`src/rtl/cpfsk_pkg.sv`:
```
package cpfsk_pkg;

  // Wrapping accumulator step; the carry out is dropped (modulo 2^width).
  function automatic logic [23:0] acc_add(input logic [23:0] acc, input logic [23:0] step);
    return acc + step;
  endfunction

  // Table address advanced by a quarter turn, wrapped to the table depth.
  function automatic int quarter_addr(input int addr, input int addr_w);
    return (addr + (1 << (addr_w - 2))) % (1 << addr_w);
  endfunction

  // Rounded sine amplitude of table entry k, peak value 2^(amp_w-1)-1.
  function automatic int sine_entry(input int k, input int addr_w, input int amp_w);
    real ang;
    real peak;
    ang  = 2.0 * 3.141592653589793 * k / (2.0 ** addr_w);
    peak = (2.0 ** (amp_w - 1)) - 1.0;
    return $rtoi($floor(peak * $sin(ang) + 0.5));
  endfunction

endpackage

```
`src/rtl/cpfsk_phase_acc.sv`:
```
module cpfsk_phase_acc #(
  parameter int ACC_W     = 24,
  parameter int NUM_TONES = 2
) (
  input  logic                                clk,
  input  logic                                rst,
  input  logic                                tw_load,
  input  logic                                tw_sel,
  input  logic [ACC_W-1:0]                    tw_word,
  input  logic                                data_bit,
  output logic [ACC_W-1:0]                    acc_q,
  output logic [ACC_W-1:0]                    acc_step,
  output logic                                tone_q,
  output logic [NUM_TONES-1:0][ACC_W-1:0]     words_q
);
  import cpfsk_pkg::*;

  // One register per tone, written only when its index is selected.
  for (genvar t = 0; t < NUM_TONES; t++) begin : g_word
    always_ff @(posedge clk) begin
      if (rst) begin
        words_q[t] <= '0;
      end else if (tw_load && (int'(tw_sel) == t)) begin
        words_q[t] <= tw_word;
      end
    end
  end

  assign acc_step = words_q[tone_q];

  // Tone change swaps only the step; the accumulator is never reloaded.
  always_ff @(posedge clk) begin
    if (rst) begin
      tone_q <= 1'b0;
      acc_q  <= '0;
    end else begin
      tone_q <= data_bit;
      acc_q  <= acc_add(acc_q, acc_step);
    end
  end

endmodule

```
`src/rtl/cpfsk_sine_rom.sv`:
```
module cpfsk_sine_rom #(
  parameter int ADDR_W = 8,
  parameter int AMP_W  = 12
) (
  input  logic                     clk,
  input  logic                     rst,
  input  logic [ADDR_W-1:0]        addr_i,
  input  logic [ADDR_W-1:0]        addr_q,
  output logic signed [AMP_W-1:0]  lut_i,
  output logic signed [AMP_W-1:0]  lut_q
);
  import cpfsk_pkg::*;

  localparam int DEPTH = 1 << ADDR_W;

  logic signed [AMP_W-1:0] tab [DEPTH];

  // Entries are computed at elaboration, one constant per address.
  for (genvar k = 0; k < DEPTH; k++) begin : g_tab
    localparam int VAL = sine_entry(k, ADDR_W, AMP_W);
    assign tab[k] = AMP_W'(VAL);
  end

  always_ff @(posedge clk) begin
    if (rst) begin
      lut_i <= '0;
      lut_q <= '0;
    end else begin
      lut_i <= tab[addr_i];
      lut_q <= tab[addr_q];
    end
  end

endmodule

```
`src/rtl/cpfsk_dds.sv`:
```
module cpfsk_dds #(
  parameter int ACC_W  = 24,
  parameter int ADDR_W = 8,
  parameter int AMP_W  = 12
) (
  input  logic                     clk,
  input  logic                     rst,
  input  logic                     tw_load,
  input  logic                     tw_sel,
  input  logic [ACC_W-1:0]         tw_word,
  input  logic                     data_bit,
  output logic signed [AMP_W-1:0]  i_sample,
  output logic signed [AMP_W-1:0]  q_sample,
  output logic                     sample_vld
);
  import cpfsk_pkg::*;

  localparam int NUM_TONES = 2;
  localparam int PIPE      = 2;

  // Named internal events, brought out for the bound checker.
  logic [ACC_W-1:0]                acc_q;
  logic [ACC_W-1:0]                acc_step;
  logic                            tone_q;
  logic [NUM_TONES-1:0][ACC_W-1:0] words_q;
  logic [ACC_W-1:0]                word0_q;
  logic [ACC_W-1:0]                word1_q;
  logic [ADDR_W-1:0]               addr_i;
  logic [ADDR_W-1:0]               addr_q;
  logic signed [AMP_W-1:0]         lut_i;
  logic signed [AMP_W-1:0]         lut_q;
  logic [PIPE-1:0]                 vld_pipe;

  assign word0_q = words_q[0];
  assign word1_q = words_q[1];

  cpfsk_phase_acc #(.ACC_W(ACC_W), .NUM_TONES(NUM_TONES)) u_acc (
    .clk      (clk),
    .rst      (rst),
    .tw_load  (tw_load),
    .tw_sel   (tw_sel),
    .tw_word  (tw_word),
    .data_bit (data_bit),
    .acc_q    (acc_q),
    .acc_step (acc_step),
    .tone_q   (tone_q),
    .words_q  (words_q)
  );

  assign addr_i = acc_q[ACC_W-1 -: ADDR_W];
  assign addr_q = ADDR_W'(quarter_addr(int'(addr_i), ADDR_W));

  cpfsk_sine_rom #(.ADDR_W(ADDR_W), .AMP_W(AMP_W)) u_rom (
    .clk    (clk),
    .rst    (rst),
    .addr_i (addr_i),
    .addr_q (addr_q),
    .lut_i  (lut_i),
    .lut_q  (lut_q)
  );

  always_ff @(posedge clk) begin
    if (rst) begin
      i_sample <= '0;
      q_sample <= '0;
      vld_pipe <= '0;
    end else begin
      i_sample <= lut_i;
      q_sample <= lut_q;
      vld_pipe <= {vld_pipe[PIPE-2:0], 1'b1};
    end
  end

  assign sample_vld = vld_pipe[PIPE-1];

endmodule

```
`config.mk`:
```
export PLATFORM = sky130hd
export DESIGN_NAME = cpfsk_dds
export DESIGN_NICKNAME = d
export VERILOG_FILES = /design/src/rtl/cpfsk_pkg.sv /design/src/rtl/cpfsk_phase_acc.sv /design/src/rtl/cpfsk_sine_rom.sv /design/src/rtl/cpfsk_dds.sv
export SDC_FILE = /design/constraint.sdc
export NUM_CORES = 1
export LEC_CHECK = 0
export BUFFER_PORTS_ARGS = -buffer_cell sky130_fd_sc_hd__buf_4
export CAP_MARGIN = 40
export CORE_ASPECT_RATIO = 0.5
export CORE_MARGIN = 10
export CORE_UTILIZATION = 56
export CTS_CLUSTER_DIAMETER = 60
export DETAILED_ROUTE_END_ITERATION = 16
export PLACE_DENSITY = 0.77
export SYNTH_ARGS = -nofsm -noshare
export SYNTH_HDL_FRONTEND = slang
export SYNTH_SLANG_ARGS = --single-unit
```
`constraint.sdc`:
```
create_clock -name clk -period 3.1 [get_ports clk]
set_input_delay 0.465 -clock clk [delete_from_list [all_inputs] [get_ports clk]]
set_output_delay 0.465 -clock clk [all_outputs]
set_load 0.02 [all_outputs]
```
After elaboration in Yosys (flattened, before gate mapping)

Memories as Yosys holds them, arrays and structs flattened. A register that Yosys moved wholly into a read port is not among the register bits.
Index checks and enable logic that the tools add are counted.
W data, S select, Z words.

Add/subtract/negate cells: 2
Bitwise operators: 3
Muxes and demuxes: 3
Order comparisons: 1
Reduce and logical (&&, ||, !) cells: 2

Operator list:

| cell                  | number |
|---|---|
| $mux W24              | 2 |
| $add A24 B24 Y24      | 1 |
| $not A8 Y9            | 2 |
| $add A8 B7 Y8 const B | 1 |
| $logic_and A1 B1 Y1   | 2 |
| $lt A1 B2 Y1 const B  | 1 |
| $mux W1               | 1 |
| $not A1 Y1            | 1 |

Memories: 2
Output and inout port bits: 25
Logic and storage cells: 21
Bits in registers: 99
Input port bits: 29
Bits in read-only memories: 6144

Memories:

| name             | words | bits a word | read ports | clocked after Yosys merged registers in | write ports | line                 | source |
|---|---|---|---|---|---|---|---|
| (name not given) | 256   | 12          | 1          | 1                                       | 0           | cpfsk_sine_rom.sv:30 | `lut_q <= tab[addr_q];` |
| (name not given) | 256   | 12          | 1          | 1                                       | 0           | cpfsk_sine_rom.sv:29 | `lut_i <= tab[addr_i];` |

Longest topological paths before layout

Gate-level depths: netlist of run 1.

Word-level depth: 3
Gate-level depth with buffers: 12
Mapped depth without buffers: 10

Cells and area by module

A second synthesis of run 1 with hierarchy kept.

Cells, all modules: 1645
Area, all modules: 11727.5 um^2

By module, submodules not included:

| module          | area an instance (um^2) | instances | seq. area each (um^2) | cells each |
|---|---|---|---|---|
| cpfsk_sine_rom  | 7206.9                  | 1         | 480.5                 | 1117 |
| cpfsk_phase_acc | 3809.9                  | 1         | 1461.4                | 472 |
| cpfsk_dds       | 710.7                   | 1         | 520.5                 | 56 |

Worst setup path before layout of run 1

No wires, ideal clock.

Kind: reg2reg
Start point: reg u_acc.tone_q
End point: reg u_acc.acc_q[18]
Library setup time: 0.128 ns
Buffers on the path: 2
Arrival: 3.233 ns
Required time: 2.972 ns
Setup slack: -0.260 ns
Period minus slack after synthesis: 3.360 ns
Stages on the path, launching flop included: 13
Path through: dfxtp_1 clkbuf_1 clkbuf_1 mux2_2 ha_1 fa_1 a21oi_1 o221ai_1 or3_1 a221o_1 a41oi_2 xnor2_1 nor2_1

Cells in the longest elaborated chain, start to end: 3

RTL lines:

| element                                     | line                  | source |
|---|---|---|
| from (decl)                                 | cpfsk_phase_acc.sv:13 | `output logic tone_q,` |
| from (signal assigned)                      | cpfsk_phase_acc.sv:37 | `tone_q <= data_bit;` |
| $mux W24 (not written as such) (2 in a row) | cpfsk_phase_acc.sv:29 | `assign acc_step = words_q[tone_q];` |
| $add A24 B24 Y24                            | cpfsk_pkg.sv:5        | `return acc + step;` |
| to (signal assigned)                        | cpfsk_phase_acc.sv:38 | `acc_q <= acc_add(acc_q, acc_step);` |
| to (decl)                                   | cpfsk_phase_acc.sv:11 | `output logic [ACC_W-1:0] acc_q,` |

No other way between the ends. The select of a mux whose other input is x is not followed.
A chain may end at the register's enable or synchronous reset.

Worst setup path after layout of run 1

Start point: reg u_acc.tone_q
End point: reg u_acc.acc_q[23]

Same word-level chain as after synthesis.

==> results of run 1 <==
==> placed cells by master, fill, tap and decap left out, drive strengths merged, types with 9 or more instances in the layout <==
cell type,count
nand2,172
dfxtp,123
a21oi,116
buf,105
nor2,102
o21ai,81
nor2b,48
ha,38
mux2,29
inv,25
nand3,22
nand2b,20
a211oi,19
clkbuf,19
nor3,17
o22ai,15
xnor2,14
o211ai,14
mux2i,12
a21o,11
o31ai,11
a31oi,10
o311ai,10
a311oi,9
mux4,9
==> area by class of cell <==
class	count	area (sq um)
Sequential cell	123	2471
Timing Repair Buffer	105	893.4
Inverter	23	86.33
Clock buffer	19	452.9
Fill cell	1196	4846
Multi-Input combinational cell	885	5578
Tap cell	198	247.7
Clock inverter	13	163.9
==> cell usage after synthesis, drive strengths merged, types with 10 or more instances <==
cell	n
buf	47
nor2	102
o31ai	11
o311ai	10
o21ai	81
mux2i	12
xnor2	14
inv	22
mux2	29
a211oi	19
a21o	11
nand2	172
a21oi	116
nand3	22
clkbuf	54
o211ai	14
dfxtp	123
nand2b	20
a31oi	10
nor3	17
ha	38
o22ai	15
nor2b	48
==> flip-flops by register name (all words and copies together), names as in the netlist <==
signal,cells
u_acc.words_q,48
u_acc.acc_q,24
i_sample,12
q_sample,12
u_rom.lut_i,12
u_rom.lut_q,12
vld_pipe,2
u_acc.tone_q,1
==> routing by layer <==
metal / global-route usage [%] / up-vias / share of wire, %
met5: 0 / - / 0
met3: 7.774 / 59 / 11
met2: 41.96 / 551 / 44
li1: - / 4092 / -
met1: 35.41 / 4137 / 43
met4: 9.480 / 0 / 2.3
==> worst max-delay path, cell delays in order, from the launching register on <==
cell and delay [ns]:
dfxtp_2 0.37, buf_8 0.20, mux2_2 0.36, ha_1 0.35, a21oi_1 0.23, nor2_1 0.07, a311oi_1 0.31, o41a_4 0.28
o31ai_4 0.08, a221o_2 0.38, a221oi_2 0.24
==> worst max-delay path by stage <==
| stage | slack, ns | cells after the start | start | end |
|---|---|---|---|---|
| floorplan | 0.03 | 12 | u_acc.tone_q | u_acc.acc_q[18] |
| global placement | 0.13 | 10 | u_acc.tone_q | u_acc.acc_q[18] |
| detailed placement | 0.03 | 10 | u_acc.tone_q | u_acc.acc_q[18] |
| CTS | 0.005 | 10 | u_acc.tone_q | u_acc.acc_q[23] |
| global route | -0.03 | 9 | u_acc.tone_q | u_acc.acc_q[23] |
| finish | 0.11 | 10 | u_acc.tone_q | u_acc.acc_q[23] |
==> through the flow <==
stage / setup TNS (ns) / setup WS, ns / hold WS (ns)
finish: 0 / 0.1112 / 0.2958
global route: -0.03100 / -0.03100 / 0.3038
CTS: 0 / 0.004747 / 0.2903
detailed placement: 0 / 0.03042 / 0.4220
global placement: 0 / 0.1288 / 0.4178
floorplan: 0 / 0.02546 / 0.4138
==> where the power goes <==
| group | leakage [nW] | switching (W) | total [W] | internal (W) |
|---|---|---|---|---|
| clock network | 0.288 | 0.000745 | 0.00205 | 0.00131 |
| registers | 1.01 | 0.0000773 | 0.00181 | 0.00173 |
| logic | 2.52 | 0.00108 | 0.00176 | 0.000681 |
| total | 3.82 | 0.00191 | 0.00563 | 0.00372 |
==> cell families after synthesis <==
family | Yosys count | share of synthesized area, %
AOI/OAI and AO/OA | 360 | 27.29
xor gates and xnor gates | 19 | 1.942
adders and majority gates | 39 | 5.783
buffers and inverters | 124 | 6.440
DFF | 123 | 28.74
muxes | 50 | 7.579
and+or+nand+nor | 417 | 22.23
==> what timing repair did <==
item | CTS | global route
buffers inserted | 0 | 1
hold buffers | 0 | 0
resized for setup | 1 | 7
endpoints found under the setup margin | 1 | 8
pin swaps | 0 | 3
==> reports/qor.yml, run 1 <==
synthesis:
  ys.warnings.count: 0
  ys.flop_type: "dfxtp_1"
  synth_largest_area_cell: "dfxtp_1"
  netlist.area_leader.share_pct: 28.74
  syn_area_per_cell_sq_um: 7.569
  synthArstFlopShare_pct: 0
  syn_nets: 1200
  netlist_area_sq_um: 8568
  synth_seq_cells: 123
  ys_seq_area_share_pct: 28.74
  synth_edf_count: 0
  ys_top_cells_by_area: "dfxtp_1, nand2_1, a21oi_1"
  syn_inst: 1132
  ys_types: 76
setup_path:
  reg2reg_to: "u_acc.acc_q[23]"
  crit_fanout: 20
  r2r_start: "u_acc.tone_q"
  crit_type: "flip-flop to flip-flop"
  reg2reg_depth: 10
  cp.required_ns: 3.42
  endpoint_kind: "flip-flop"
  reg2reg_setup_slack_ns: 0.11
  cp-start-kind: "flip-flop"
  cp.arrival_ns: 3.30
clock_tree:
  clkTransAtPathRegs_ns: 0.06
  cts_root_buf: "clkbuf_16"
  cts_tree: "built"
  cts_sinks: 123
  clkLatencyLatePin_ns: 0.42
  htree_levels: 4
  cts_buffers: 17
  clock_path_buffers: 2
pwr:
  p_leak_nw: 3.817
  ir_worst_vdd_mv: 0.4454
  p_per_area_nw_per_um2: 568.7
  total_power_w: 0.005626
global_route:
  antenna_found_initial: 0
  grt_max_degree: 71
  first_global_vias: 8196
  grt_first_pass_wirelength_um: 46240
  track_usage_pct: 27.08
  grt_overflow: 0
placement:
  placed_cells: 1333
  portBuffers: 53
  dpl.hpwl_um: 20390
  placed_cell_area_sq_um: 9236
  gp_congestion: 1.030
final_layout:
  drive_gt1_share_pct: 17.38
  instances_no_fill: 1366
  stdcell_area_sq_um: 9893
  insertedDiodeCount: 0
  post-route-util_pct: 67.12
  nets: 1223
  area_delta_synth_final_pct: 15.46
die:
  die_area_sq_um: 20950
  die_w_um: 194.9
  die_h_um: 107.5
  ioPinCount: 54
  coreArea_sq_um: 14740
  rows: 31
  start_util_pct: 58.13
min_path:
  hold_start: "data_bit"
  hold_path.class: "input port to flip-flop"
  holdPathStages: 2
  min_to: "u_acc.tone_q"
job:
  maxCapViolCount: 0
sta:
  relSlewSlack_pct: 44.20
  max_freq_ghz: 0.3346
  worst_pin_slew_ns: 0.8158
  fin_crit_sh_pct: 96.41
  skew_ns: 0.009661
  hold_viol_final: 0
  setup_viol: 0
  period_needed_ns: 2.989
  maxSlewViolCount: 0
outcome:
  outcome: "completed"
drt:
  vias: 8839
  viasPerCell: 6.471
  drc: 0
  wirelength_um: 29510
  drtIter0Drc: 1172
  dr.pass1.iters: 6
  ant_nets: 0
  wire_per_inst_um: 21.60
Note: power is estimated with default switching activity, not from simulation.
==> inputs of run 2 (changes only) <==
Settings changed: CORE_UTILIZATION 56 to 65, PLACE_DENSITY 0.77 to 0.85, SKIP_LAST_GASP set to 1.
Clock period 3.1 ns to 3.9 ns, I/O delays scaled along.
==> run 2 against run 1 <==
  * Utilization grew 8.3 points
  * Sequential share of layout area grew 0.68 points
  * Hold slack gained 0.13 ns
  * Sequential power shrank 19%
  * Setup slack gained 0.41 ns
  * Cell area shrank 2.7%
  * Via count grew 3.7%
  * Flip-flop and latch count is the same
  * Critical path depth is the same
  * Die area shrank 12%
  * Critical endpoint unchanged
==> reports/qor.yml, run 2 (synthesis gave the netlist of run 1 again) <==
outcome:
  outcome: "completed"
pwr:
  p_leak_nw: 3.712  # -2.8%
  p_per_area_nw_per_um2: 468.4  # -18%
  ir_worst_vdd_mv: 0.4393  # -1.4%
  p_seq_share_pct: 32.6  # +0.5 points
  p_sw_share_pct: 33.14  # -0.72 points
  power.internal_w: 0.003015  # -19%
  power_frac_clock_pct: 38.3  # +1.8 points
  p_comb_share_pct: 29.1  # -2.3 points
  p_switching_w: 0.001494  # -22%
clock_tree:
  cts_sinks: 123  # unchanged
  post_cts.repair.setup_buffers: 0  # unchanged
  cts_tree: "built"
  postCtsResizedCells: 0  # -1
  clkLatencyLatePin_ns: 0.42  # about the same
  cts_root_buf: "clkbuf_16"
  htree_levels: 4  # unchanged
  hold_buffers: 0  # unchanged
  clock_path_buffers: 2  # unchanged
  clkTransAtPathRegs_ns: 0.06  # about the same
  cts_buffers: 17  # unchanged
sta:
  hold_viol_final: 0  # unchanged
  period_needed_ns: 3.382  # +0.3928 ns
  fin_setup_tns_ns: 0  # unchanged
  relSlewSlack_pct: 46.87  # +2.7 points
  worst_pin_slew_ns: 0.7970  # -0.01885 ns
  skew_ns: 0.009745  # +0.00008465 ns
  fin_crit_sh_pct: 86.71  # -9.7 points
  maxSlewViolCount: 0  # unchanged
  max_freq_ghz: 0.2957  # -12%
  setup_viol: 0  # unchanged
  rsz0062_at_grt: "false"
drt:
  viasPerCell: 6.973  # +7.8%
  dr.pass1.iters: 7  # +1
  drc: 0  # unchanged
  vias: 9170  # +3.7%
  wirelength_um: 29890  # +1.3%
  ant_nets: 0  # unchanged
  drtIter0Drc: 1348  # +15%
  wire_per_inst_um: 22.73  # +5.2%
final_layout:
  mostFrequentLayoutCell: "nand2_1"
  drive_gt1_share_pct: 15.02  # -2.4 points
  instances_no_fill: 1315  # -3.7%
  post-route-util_pct: 75.38  # +8.3 points
  top_regs: "u_acc.words_q: 48 flops, u_acc.acc_q: 24 flops"
  largest_register_ff_count: 48  # unchanged
  insertedDiodeCount: 0  # unchanged
  layout_common_cells: "nand2_1, dfxtp_1, a21oi_1"
  top_register: "u_acc.words_q"
  nets: 1200  # -1.9%
  area_delta_synth_final_pct: 12.37
setup_path:
  reg2reg_depth: 10  # unchanged
  crit_type: "flip-flop to flip-flop"
  endpoint_kind: "flip-flop"
  cp.required_ns: 4.22  # +0.80 ns
  cp.arrival_ns: 3.70  # +0.40 ns
  reg2reg_to: "u_acc.acc_q[23]"
  crit_fanout: 22  # +10%
  r2r_start: "u_acc.tone_q"
  slowest_delay_ns: 0.43  # +0.05 ns
  reg2reg_setup_slack_ns: 0.52  # +0.41 ns
  crit_chain: "buf_4, mux2_2, ha_1, a21oi_1, o21ai_0, a311oi_1, o41a_4, o31ai_4, a221o_2, a221oi_2"
  crit_path_start: "u_acc.tone_q"
  crit_slowest_cell: "a311oi_1"
  cp-start-kind: "flip-flop"
  cp-endpoint: "u_acc.acc_q[23]"
min_path:
  hold_path.class: "input port to flip-flop"
global_route:
  antenna_found_initial: 0  # unchanged
  first_global_vias: 8384  # +2.3%
  grt_overflow: 0  # unchanged
  globalRouteMet1Util_pct: 39.02  # +3.6 points
  track_usage_pct: 30.73  # +3.7 points
  grt_max_degree: 80  # +13%
  grt_busiest_layer: "met2"
  grt_first_pass_wirelength_um: 46100  # -0.30%
  grt_util_met2_pct: 50.08  # +8.1 points
  met3_usage_pct: 6.619  # -1.2 points
die:
  rows: 29  # -6.5%
  die_area_sq_um: 18450  # -12%
  coreArea_sq_um: 12770  # -13%
  start_util_pct: 67.08  # +9.0 points
  ioPinCount: 54  # unchanged
  die_h_um: 101.2  # -5.8%
  die_w_um: 182.4  # -6.4%
placement:
  placed_cells: 1283  # -3.8%
  portBuffers: 53  # unchanged
  gp_congestion: 1.073  # +4.2%
  dpl.hpwl_um: 19870  # -2.5%
job:
  maxCapViolCount: 0  # unchanged
## run 2: routing by layer
metal  vias to the layer above  wire (um)
li1                       4049          -
met1                      4235      11540
met2                       767      13550
met3                       119       3729
met4                         0       1078
met5                         -          0
## run 2: worst min-delay path by stage
| stage | startpoint | end | cells after the start |
|---|---|---|---|
| floorplan | u_rom.lut_i[0] | i_sample[0] | 1 |
| global placement | u_rom.lut_i[8] | i_sample[8] | 1 |
| detailed placement | u_rom.lut_i[7] | i_sample[7] | 1 |
| CTS | tw_word[6] | u_acc.words_q[30] | 3 |
| global route | tw_word[3] | u_acc.words_q[3] | 3 |
| finish | tw_word[13] | u_acc.words_q[37] | 3 |
## run 2: through the flow
stage / power [W] / hold slack [ns] / setup slack, ns / area (sq um)
floorplan: 0.002356 / 0.4138 / 0.5396 / 8568
global placement: 0.002701 / 0.4149 / 0.8537 / 8909
detailed placement: 0.002733 / 0.4239 / 0.7234 / 8981
CTS: 0.004448 / 0.4232 / 0.5585 / 9628
global route: 0.004637 / 0.4371 / 0.3914 / 9628
finish: 0.004510 / 0.4292 / 0.5185 / 9628
## run 2: worst max-delay path, delay by kind of cell (launching register included)
family                   cells  cell delay (ns)
AO/OA/AOI/OAI                7             1.82
flip-flops                   1             0.39
multiplexers                 1             0.38
adder cells (fa/ha/maj)      1             0.35
buffers and inverters        1             0.32
## run 2: area by class of cell
cell class	count	area [sq um]
clock buffer	22	485.5
tap	170	212.7
timing repair buffer	82	658.1
sequential	123	2470
inverter	23	86.33
fill	905	3144
multi-input combinational	885	5554
clock inverter	10	161.4
## run 2: power groups by stage
stage               logic [W]  clock network, W  registers, W
floorplan            0.000890                 0       0.00147
global placement      0.00122                 0       0.00148
detailed placement    0.00124                 0       0.00149
CTS                   0.00126           0.00172       0.00147
global route          0.00139           0.00177       0.00148
finish                0.00131           0.00173       0.00147
